## src/rtl/evt_pkg.sv

```systemverilog
package evt_pkg;

  localparam logic [11:0] OFS_CAP = 12'h000;
  localparam logic [11:0] OFS_CFG = 12'h010;
  localparam logic [11:0] OFS_STS = 12'h020;
  localparam logic [11:0] OFS_CNT = 12'h0F0;

  typedef enum logic [2:0] {
    SEL_NONE,
    SEL_CAP,
    SEL_CFG,
    SEL_STS,
    SEL_CNT
  } reg_sel_e;

endpackage

```

## src/rtl/evt_addr_decode.sv

```systemverilog
module evt_addr_decode
  import evt_pkg::*;
#(
  parameter int ADDR_W = 12
) (
  input  logic [ADDR_W-1:0] addr,
  output reg_sel_e          sel
);

  always_comb begin
    sel = SEL_NONE;
    if (addr == ADDR_W'(OFS_CAP))      sel = SEL_CAP;
    else if (addr == ADDR_W'(OFS_CFG)) sel = SEL_CFG;
    else if (addr == ADDR_W'(OFS_STS)) sel = SEL_STS;
    else if (addr == ADDR_W'(OFS_CNT)) sel = SEL_CNT;
  end

endmodule

```

## src/rtl/evt_main_counter.sv

```systemverilog
module evt_main_counter #(
  parameter int CNT_W = 64
) (
  input  logic             clk,
  input  logic             rst,
  input  logic             run,
  input  logic             load,
  input  logic [CNT_W-1:0] load_val,
  output logic [CNT_W-1:0] cnt_q
);

  always_ff @(posedge clk) begin
    if (rst)        cnt_q <= '0;
    else if (run)   cnt_q <= cnt_q + CNT_W'(1);
    else if (load)  cnt_q <= load_val;
  end

  AST_RUN_STEP: assert property (@(posedge clk) disable iff (rst)
    run |=> cnt_q == $past(cnt_q) + CNT_W'(1));

  AST_HALT_HOLD: assert property (@(posedge clk) disable iff (rst)
    (!run && !load) |=> $stable(cnt_q));

endmodule

```

## src/rtl/evt_irq_status.sv

```systemverilog
module evt_irq_status #(
  parameter int N_CH = 3
) (
  input  logic            clk,
  input  logic            rst,
  input  logic            run,
  input  logic [N_CH-1:0] ch_match,
  input  logic [N_CH-1:0] ch_level,
  input  logic            clr_we,
  input  logic [N_CH-1:0] clr_mask,
  output logic [N_CH-1:0] sts_q
);

  for (genvar i = 0; i < N_CH; i++) begin : g_bit
    logic set_i;
    assign set_i = run && ch_match[i];

    always_ff @(posedge clk) begin
      if (rst)                        sts_q[i] <= 1'b0;
      else if (!ch_level[i])          sts_q[i] <= 1'b0;
      else if (set_i)                 sts_q[i] <= 1'b1;
      else if (clr_we && clr_mask[i]) sts_q[i] <= 1'b0;
    end

    AST_EDGE_ZERO: assert property (@(posedge clk) disable iff (rst)
      !ch_level[i] |=> !sts_q[i]);

    AST_SET_WINS: assert property (@(posedge clk) disable iff (rst)
      (run && ch_match[i] && ch_level[i]) |=> sts_q[i]);

    AST_CLEAR_TAKES: assert property (@(posedge clk) disable iff (rst)
      (clr_we && clr_mask[i] && !(run && ch_match[i])) |=> !sts_q[i]);
  end

endmodule

```

## src/rtl/evt_global_core.sv

```systemverilog
module evt_global_core
  import evt_pkg::*;
#(
  parameter int          N_CH    = 3,
  parameter int          CNT_W   = 64,
  parameter int          ADDR_W  = 12,
  parameter logic [31:0] TICK_FS = 32'd10_000_000,
  parameter logic [7:0]  REV_ID  = 8'h01
) (
  input  logic              clk,
  input  logic              rst,
  input  logic              bus_wr,
  input  logic              bus_rd,
  input  logic [ADDR_W-1:0] bus_addr,
  input  logic [63:0]       bus_wdata,
  output logic [63:0]       bus_rdata,
  input  logic [N_CH-1:0]   ch_match,
  input  logic [N_CH-1:0]   ch_level,
  output logic [CNT_W-1:0]  cnt_value,
  output logic              glb_enable
);

  localparam logic       WIDE_CNT = (CNT_W == 64);
  localparam logic [4:0] CH_FIELD = 5'(N_CH - 1);
  localparam logic [63:0] CAP_WORD =
    {TICK_FS, 8'h00, REV_ID, 7'h00, WIDE_CNT, 3'h0, CH_FIELD};

  reg_sel_e        sel;
  logic            run_q;
  logic            cnt_load;
  logic [N_CH-1:0] sts_q;
  logic [63:0]     cnt_rd;
  logic [63:0]     sts_rd;
  logic            unused_wbits;

  assign unused_wbits = ^bus_wdata;

  evt_addr_decode #(.ADDR_W(ADDR_W)) u_dec (
    .addr (bus_addr),
    .sel  (sel)
  );

  always_ff @(posedge clk) begin
    if (rst)                              run_q <= 1'b0;
    else if (bus_wr && sel == SEL_CFG)    run_q <= bus_wdata[0];
  end
  assign glb_enable = run_q;

  assign cnt_load = bus_wr && (sel == SEL_CNT) && !run_q;

  evt_main_counter #(.CNT_W(CNT_W)) u_cnt (
    .clk      (clk),
    .rst      (rst),
    .run      (run_q),
    .load     (cnt_load),
    .load_val (bus_wdata[CNT_W-1:0]),
    .cnt_q    (cnt_value)
  );

  evt_irq_status #(.N_CH(N_CH)) u_sts (
    .clk      (clk),
    .rst      (rst),
    .run      (run_q),
    .ch_match (ch_match),
    .ch_level (ch_level),
    .clr_we   (bus_wr && sel == SEL_STS),
    .clr_mask (bus_wdata[N_CH-1:0]),
    .sts_q    (sts_q)
  );

  if (CNT_W < 64) begin : g_narrow
    assign cnt_rd = {{(64-CNT_W){1'b0}}, cnt_value};
  end else begin : g_wide
    assign cnt_rd = cnt_value;
  end

  assign sts_rd = {{(64-N_CH){1'b0}}, sts_q & ch_level};

  always_ff @(posedge clk) begin
    if (rst || !bus_rd) bus_rdata <= '0;
    else begin
      case (sel)
        SEL_CAP: bus_rdata <= CAP_WORD;
        SEL_CFG: bus_rdata <= {63'd0, run_q};
        SEL_STS: bus_rdata <= sts_rd;
        SEL_CNT: bus_rdata <= cnt_rd;
        default: bus_rdata <= '0;
      endcase
    end
  end

  AST_IDLE_RDATA: assert property (@(posedge clk) disable iff (rst)
    !bus_rd |=> bus_rdata == 64'd0);

  AST_CFG_FOLLOW: assert property (@(posedge clk) disable iff (rst)
    (bus_wr && bus_addr == ADDR_W'(OFS_CFG)) |=> glb_enable == $past(bus_wdata[0]));

  AST_RUN_NO_LOAD: assert property (@(posedge clk) disable iff (rst)
    (run_q && bus_wr && bus_addr == ADDR_W'(OFS_CNT)) |=> cnt_value == $past(cnt_value) + CNT_W'(1));

endmodule

```

## config.mk

```make
export PLATFORM = sky130hd
export DESIGN_NAME = evt_global_core
export DESIGN_NICKNAME = d
export VERILOG_FILES = /design/src/rtl/evt_pkg.sv /design/src/rtl/evt_addr_decode.sv /design/src/rtl/evt_main_counter.sv /design/src/rtl/evt_irq_status.sv /design/src/rtl/evt_global_core.sv
export SDC_FILE = /design/constraint.sdc
export NUM_CORES = 1
export LEC_CHECK = 0
export BUFFER_PORTS_ARGS = -buffer_cell sky130_fd_sc_hd__clkbuf_2
export CORE_MARGIN = 5
export CORE_UTILIZATION = 50
export DETAILED_ROUTE_END_ITERATION = 10
export PLACE_DENSITY_LB_ADDON = 0.08
export SYNTH_ARGS = -nofsm -noshare
export SYNTH_HDL_FRONTEND = slang
export SYNTH_SLANG_ARGS = --single-unit
```

## constraint.sdc

```tcl
create_clock -name clk -period 4.22 [get_ports clk]
set_input_delay 0.211 -clock clk [delete_from_list [all_inputs] [get_ports clk]]
set_output_delay 0.211 -clock clk [all_outputs]
set_load 0.005 [all_outputs]
```

==> summary.md, run 1 <==
| Metric | Value |
|---|---|
| Status | complete, no violations |
| CP arrival | 3220 ps |
| Sw Ratio | 20.4% |
| # Max-Cap Violations | 0 |
| CTS Buffer Depth | 2 |
| Cts hold-fix bufs | 0 |
| Initial core utilization | 50.8% |
| Compound-gate portion of the synthesized area | 14.4% |
| Filler instances | 1,147 |
| GRT overflow | 0 |
| Setup TNS | 0 ps |
| Post-synthesis xor/xnor area fraction | 4.41% |
| CTS tree | built |
| FF+latch area | 2640 um2 |
| Layout Area Growth over Synthesis | 27.1% |
| Hold Crit Class | in -> reg |
| Post-route DRC | 0 |
| Synthesized flop and latch total | 132 |
| TritonCTS buffer count | 17 |
| CP Capture Type | flop |
| Final-stage net count | 1,029 |
| Final Hold Vio Count | 0 |
| Worst VDD drop | 0.216 mV |
| RR Startpoint | u_cnt.cnt_q[5]$_SDFFE_PP0P_ |
| Yosys synthesis warning count | 0 |
| Setup Buffers After CTS | 0 |
| Clk_lat worst skew | 420 ps |
| Floorplan row count | 41 |
| Critical Path, Cell by Cell | nand3_1 > nor4_2 > buf_4 > nand4_1 > or4_1 > a311oi_1 |
| Worst-Margin Slew | 1020 ps |
| Multiplexer share of the synthesized area | 3.60% |
| Maximum fanout along the worst path | 21 |
| Via count | 6,660 |
| Peak Freq | 344 MHz |
| Drt pass-1 iters | 6 |
| Die area | 15,100 um2 |
| Gate Count Post-Synth | 761 |
| DP Wirelength | 15.3 mm |
| GRT Total Usage | 28.4% |
| Max-slew headroom | 32.2% |
| Area leader, netlist | dfxtp_1 |
| # setup viols final | 0 |
| Hold Path Depth | 3 |
| IO Pins | 215 |
| Synth Area in Adders | 0.197% |
| Simple-gate area share of the yosys netlist | 31.3% |
| Clk pwr share | 53.2% |
| P_sw | 574 uW |
| Leakage | 0.00314 uW |
| Gate power share | 2.4% |
| Largest family of logic cells by synthesized area | simple AND/OR/NAND/NOR gates |
| Fraction of layout cells with a size suffix above 1 | 29.0% |
| Vias/cell | 5.91 |
| Antenna Nets Post-Route | 0 |
| PwrDens | 347 nW/um2 |
| Number of H-tree levels | 4 |
| Reg2Reg Depth | 6 |
| First-pass GRT wire length | 33.2 mm |
| Internal power | 2230 uW |
| Clock root buffer | clkbuf_16 |
| Gates resized, CTS repair | 0 |
| Area of the multi-input gates | 3440 um2 |
| Die width | 123 um |
| Hold Crit Start | bus_wdata[20] |
| Sequential share of power | 44.4% |
| Slowest cell on the critical path | or4_1 |
| Netlist cell types | 53 |
| Register area share after synthesis | 41.6% |
| Clock sinks | 132 |
| Final Worst Setup Slack | 1310 ps |
| Worst Setup Start Kind | flop |
| Ys async rst share | 0% |
| Most common cell after layout, fill and taps aside | clkbuf_2 |
| Placement Setup Slack | 1350 ps |
| Period minus WS final | 2910 ps |
| Antenna violations before repair | 0 |
| Initial DRC count | 641 |
| CP required | 4540 ps |
| Syn Nets | 848 |
| CP startpoint | u_cnt.cnt_q[5]$_SDFFE_PP0P_ |
| Avg Cell Area, Syn | 8.35 um2 |
| Yosys top cell area share | 41.6% |
| Wire per inst | 19.0 um |
| Antenna cells | 0 |
| Final period util | 68.8% |
| Port Buf Inserts | 214 |
| Most frequent cells in the layout | clkbuf_2, dfxtp_1, nand2_1 |
| Number of flops mapped to enable cells by yosys | 0 |
| Wirelength, routed | 21.4 mm |
| Clock Skews | 7.20 ps |
| Fin. max-slew vios | 0 |
| Top post-synthesis cells by area | dfxtp_1, nand2_1, and2_1, nand4_1, xnor2_1 |
| RSZ-0062 raised after global routing | false |
| Die H | 123 um |
| Clk slew on worst S/H paths | 60 ps |
| Placer Congestion | 0.900 |
| CP max stage delay | 650 ps |
| Most used flip-flop cell after synthesis | dfxtp_1 |
| Largest net degree at the start of global routing | 55 |
| Vias in the first global route | 6,310 |
| Crit Path Category | reg -> reg |
| Mapped cell area | 6360 um2 |
| Core area | 12,500 um2 |
registers in the layout, summed over array words and instances, names as in the netlist:
name,cells
u_cnt.cnt_q,64
bus_rdata,64
u_sts.sts_q,3
glb_enable,1
logic make-up (layout without fill, tap and decap cells):
| kind of cell | count (synthesis) | in the layout |
|---|---|---|
| flops | 132 | 132 |
| fa+ha+maj | 1 | 1 |
| buf+inv | 74 | 268 |
| xor+xnor | 32 | 32 |
| mux | 21 | 21 |
| compound gates | 134 | 134 |
| simple gates | 367 | 367 |
worst max-delay path, delay by kind of cell, from the launching register on:
kind            cells  cell delay, ps
buf+inv             1             230
simple gates        4            1900
flops               1             410
compound gates      1             260
path summary, 6_finish.rpt:
check / end / slack (ps)
max: u_cnt.cnt_q[41]$_SDFFE_PP0P_ / 1310
min: u_cnt.cnt_q[20]$_SDFFE_PP0P_ / 30
max reg2reg: u_cnt.cnt_q[41]$_SDFFE_PP0P_ / 1310
min reg2reg: bus_rdata[63]$_SDFF_PP0_ / 520
Yosys cell counts, drive strengths merged, types with 2 or more instances:
library cell and number:
clkbuf 54, o31ai 5, a32oi 4, buf 8, or4 15, mux2 15, a2bb2oi 2, o211ai 9
o21ai 21, a21oi 27, or3 20, nor3 24, a311oi 16, o31a 2, nor2 27, mux2i 6
o311ai 6, inv 12, a211oi 13, nand4 37, nor4 20, and2 47, a31oi 18, and4 10
xnor2 23, or2 2, xor2 9, nand2 101, dfxtp 132, nand3 31, and3 25, nand2b 2
a22o 3
power by group through the flow:
stage | clock (uW) | sequential [uW] | combinational (uW)
finish | 1490 | 1250 | 68.0
global route | 1570 | 1250 | 72.9
CTS | 1500 | 1250 | 67.1
detailed placement | 0 | 1270 | 66.7
global placement | 0 | 1270 | 65.9
floorplan | 0 | 1270 | 14.9
per-layer routing:
metal / up-vias / track usage (%) / wire, um
li1: 3164 / - / -
met3: 41 / 8.25 / 2120
met4: 0 / 10.5 / 469
met1: 3113 / 37.5 / 9080
met5: - / 0 / 0
met2: 342 / 44.1 / 9760
metrics by stage:
step / area [um2] / total power (uW) / hold WS (ps) / util (%) / cells
after floorplan: 6360 / 1290 / 355 / - / 761
after global placement: 7490 / 1340 / 457 / 59.8 / 1095
final: 8080 / 2810 / 27.2 / 64.6 / 1127
after detailed placement: 7490 / 1340 / 459 / 59.8 / 1095
after CTS: 8080 / 2820 / 22.1 / 64.6 / 1127
after global routing: 8080 / 2890 / 41.7 / 64.6 / 1127
layout make-up:
class,instances,share of cell area [%]
inverters,12,0.557
flip-flops and latches,132,32.7
multi-input cells,555,42.5
well taps,172,2.66
clock buffers,22,5.74
repair buffers,224,14.2
clock inverters,10,1.61
Note: power is estimated with default switching activity, not from simulation.
==> run 2, diff against run 1 <==
- clock period: 4.22 -> 2.9 ns (I/O delays scaled with it)
==> run 2 against run 1 <==
  * Routed wire length up 2.7%
  * Cell count grew 3.2%
  * Maximum frequency increased by 11%
==> summary.md, run 2 (synthesized netlist as in run 1, its figures left out) <==
| Metric | Value |
|---|---|
| Gate power share | 2.9% (was 2.4%) |
| Maximum fanout along the worst path | 7 (was 21) |
| Final period util | 90.6% (was 68.8%) |
| P_sw | 848 uW (was 574 uW) |
| First-pass GRT wire length | 34.0 mm (was 33.2 mm) |
| Area of the multi-input gates | 3440 um2 (unchanged) |
| # setup viols final | 0 (unchanged) |
| RSZ-0062 raised after global routing | false (unchanged) |
| Port Buf Inserts | 214 (unchanged) |
| CP required | 3210 ps (was 4540 ps) |
| Filler instances | 1,096 (was 1,147) |
| Hold Crit Class | in -> reg (unchanged) |
| Fin. max-slew vios | 0 (unchanged) |
| Most common cell after layout, fill and taps aside | clkbuf_2 (unchanged) |
| Largest regs | bus_rdata: 64 flops, u_cnt.cnt_q: 64 flops, u_sts.sts_q: 3 flops (unchanged) |
| Internal power | 3270 uW (was 2230 uW) |
| CP Capture Type | flop (unchanged) |
| Clk slew on worst S/H paths | 60 ps (about the same) |
| CTS tree | built (unchanged) |
| Finished Cell Area | 8420 um2 (was 8080 um2) |
| Sw Ratio | 20.6% (was 20.4%) |
| Placement Setup Slack | 294 ps (was 1350 ps) |
| Wire per inst | 18.9 um (was 19.0 um) |
| Slowest cell on the critical path | or4_1 (unchanged) |
| CP arrival | 2940 ps (was 3220 ps) |
| FF+latch area | 2640 um2 (unchanged) |
| Antenna Nets Post-Route | 0 (unchanged) |
| Hold slack final | 5.98 ps (was 27.2 ps) |
| Final Worst Setup Slack | 273 ps (was 1310 ps) |
| Worst-Margin Slew | 723 ps (was 1020 ps) |
| Clock root buffer | clkbuf_16 (unchanged) |
| GRT overflow | 0 (unchanged) |
| PwrDens | 489 nW/um2 (was 347 nW/um2) |
| Floorplan row count | 41 (unchanged) |
| Clock sinks | 132 (unchanged) |
| CP max stage delay | 610 ps (was 650 ps) |
| Setup TNS | 0 ps (unchanged) |
| GRT Total Usage | 28.8% (was 28.4%) |
| Clock Skews | 5.63 ps (was 7.20 ps) |
| Die width | 123 um (unchanged) |
| Wirelength, routed | 22.0 mm (was 21.4 mm) |
| Clk_lat worst skew | 430 ps (was 420 ps) |
| Die area | 15,100 um2 (unchanged) |
| Vias in the first global route | 6,448 (was 6,310) |
| CTS Buffer Depth | 2 (unchanged) |
| Final Hold Vio Count | 0 (unchanged) |
| IO Pins | 215 (unchanged) |
| Initial core utilization | 50.8% (unchanged) |
| Most frequent cells in the layout | clkbuf_2, dfxtp_1, nand2_1 (unchanged) |
| Max-slew headroom | 51.7% (was 32.2%) |
| Final-stage net count | 1,065 (was 1,029) |
| Core area | 12,500 um2 (unchanged) |
| Worst Setup Start Kind | flop (unchanged) |
| Initial DRC count | 573 (was 641) |
| Gates resized, CTS repair | 0 (unchanged) |
| Clk pwr share | 53.0% (was 53.2%) |
| Status | complete, no violations (unchanged) |
| Drt pass-1 iters | 5 (was 6) |
| Number of H-tree levels | 4 (unchanged) |
| Antenna violations before repair | 0 (unchanged) |
| # Max-Cap Violations | 0 (unchanged) |
| Antenna cells | 0 (unchanged) |
| Worst VDD drop | 0.332 mV (was 0.216 mV) |
| DP Wirelength | 15.7 mm (was 15.3 mm) |
| Fraction of layout cells with a size suffix above 1 | 29.7% (was 29.0%) |
| Vias/cell | 5.90 (was 5.91) |
| Via count | 6,856 (was 6,660) |
| Peak Freq | 381 MHz (was 344 MHz) |
| TritonCTS buffer count | 17 (unchanged) |
| Leakage | 0.00331 uW (was 0.00314 uW) |
| Sequential share of power | 44.1% (was 44.4%) |
| Post-layout util | 67.3% (was 64.6%) |
| Period minus WS final | 2630 ps (was 2910 ps) |
| Crit Path Category | reg -> reg (unchanged) |
| Critical Path, Cell by Cell | ha_1 > nand3_1 > or4_1 > or4_4 > o31a_1 > o31a_1 (was nand3_1 > nor4_2 > buf_4 > nand4_1 > or4_1 > a311oi_1) |
| Layout Area Growth over Synthesis | 32.5% (was 27.1%) |
| Die H | 123 um (unchanged) |
| Most frequent CP cell | o31a_1 |
| R2r setup slk | 270 ps (was 1310 ps) |
| Area after DPL | 7650 um2 (was 7490 um2) |
| Placer Congestion | 0.928 (was 0.900) |
| Largest net degree at the start of global routing | 67 (was 55) |
| Post-route DRC | 0 (unchanged) |
[run 2: cell types whose count changed in the layout (fill, tap and decap cells not counted), sizes merged]
cell / change
buf: +18
dlygate4sd3: +18
clkinv: -2
clkbuf: +1
clkinvlp: +1
[run 2: worst paths after layout]
path | startpoint | endpoint | depth (start not counted)
max | u_cnt.cnt_q[0]$_SDFFE_PP0P_ | u_cnt.cnt_q[60]$_SDFFE_PP0P_ | 6
min | bus_wdata[12] | u_cnt.cnt_q[12]$_SDFFE_PP0P_ | 3
max reg2reg | u_cnt.cnt_q[0]$_SDFFE_PP0P_ | u_cnt.cnt_q[60]$_SDFFE_PP0P_ | 6
min reg2reg | u_cnt.cnt_q[63]$_SDFFE_PP0P_ | bus_rdata[63]$_SDFF_PP0_ | 1
[run 2: per-layer routing]
metal  global-route usage [%]  wire [um]
met5                        0          0
met3                     7.60       2010
met1                     38.4       9410
met2                     44.7      10100
met4                     11.3        480
[run 2: layout make-up]
type                    instances  area share (%)
multi-input cells             555            40.8
flip-flops and latches        132            31.4
repair buffers                260            17.6
clock buffers                  23            5.56
well taps                     172            2.55
clock inverters                 9            1.52
inverters                      12           0.535
[run 2: power groups by stage]
stage                     clock network, uW  registers [uW]  logic (uW)
after floorplan                           0            1850        21.7
after global placement                    0            1850        97.7
after detailed placement                  0            1850        98.1
after CTS                              2200            1810         117
after global routing                   2280            1810         126
final                                  2180            1810         119
[run 2: through the flow]
stage	instances	power, uW
2_1_floorplan	761	1880
3_3_place_gp	1113	1950
3_5_place_dp	1113	1950
4_1_cts	1163	4130
5_1_grt	1163	4220
6_report	1163	4120
[run 2: worst max-delay path, delay by kind of cell (launching register included)]
family | cells | cell delay, ps
compound gates | 2 | 540
fa+ha+maj | 1 | 250
flops | 1 | 460
simple gates | 3 | 1270
[run 2: repair_timing]
action                                  4_1_cts  5_1_grt
hold buffers                                 18        0
endpoints found under the setup margin        0        0
endpoints found under the hold margin        18        0
setup buffers                                 0        0
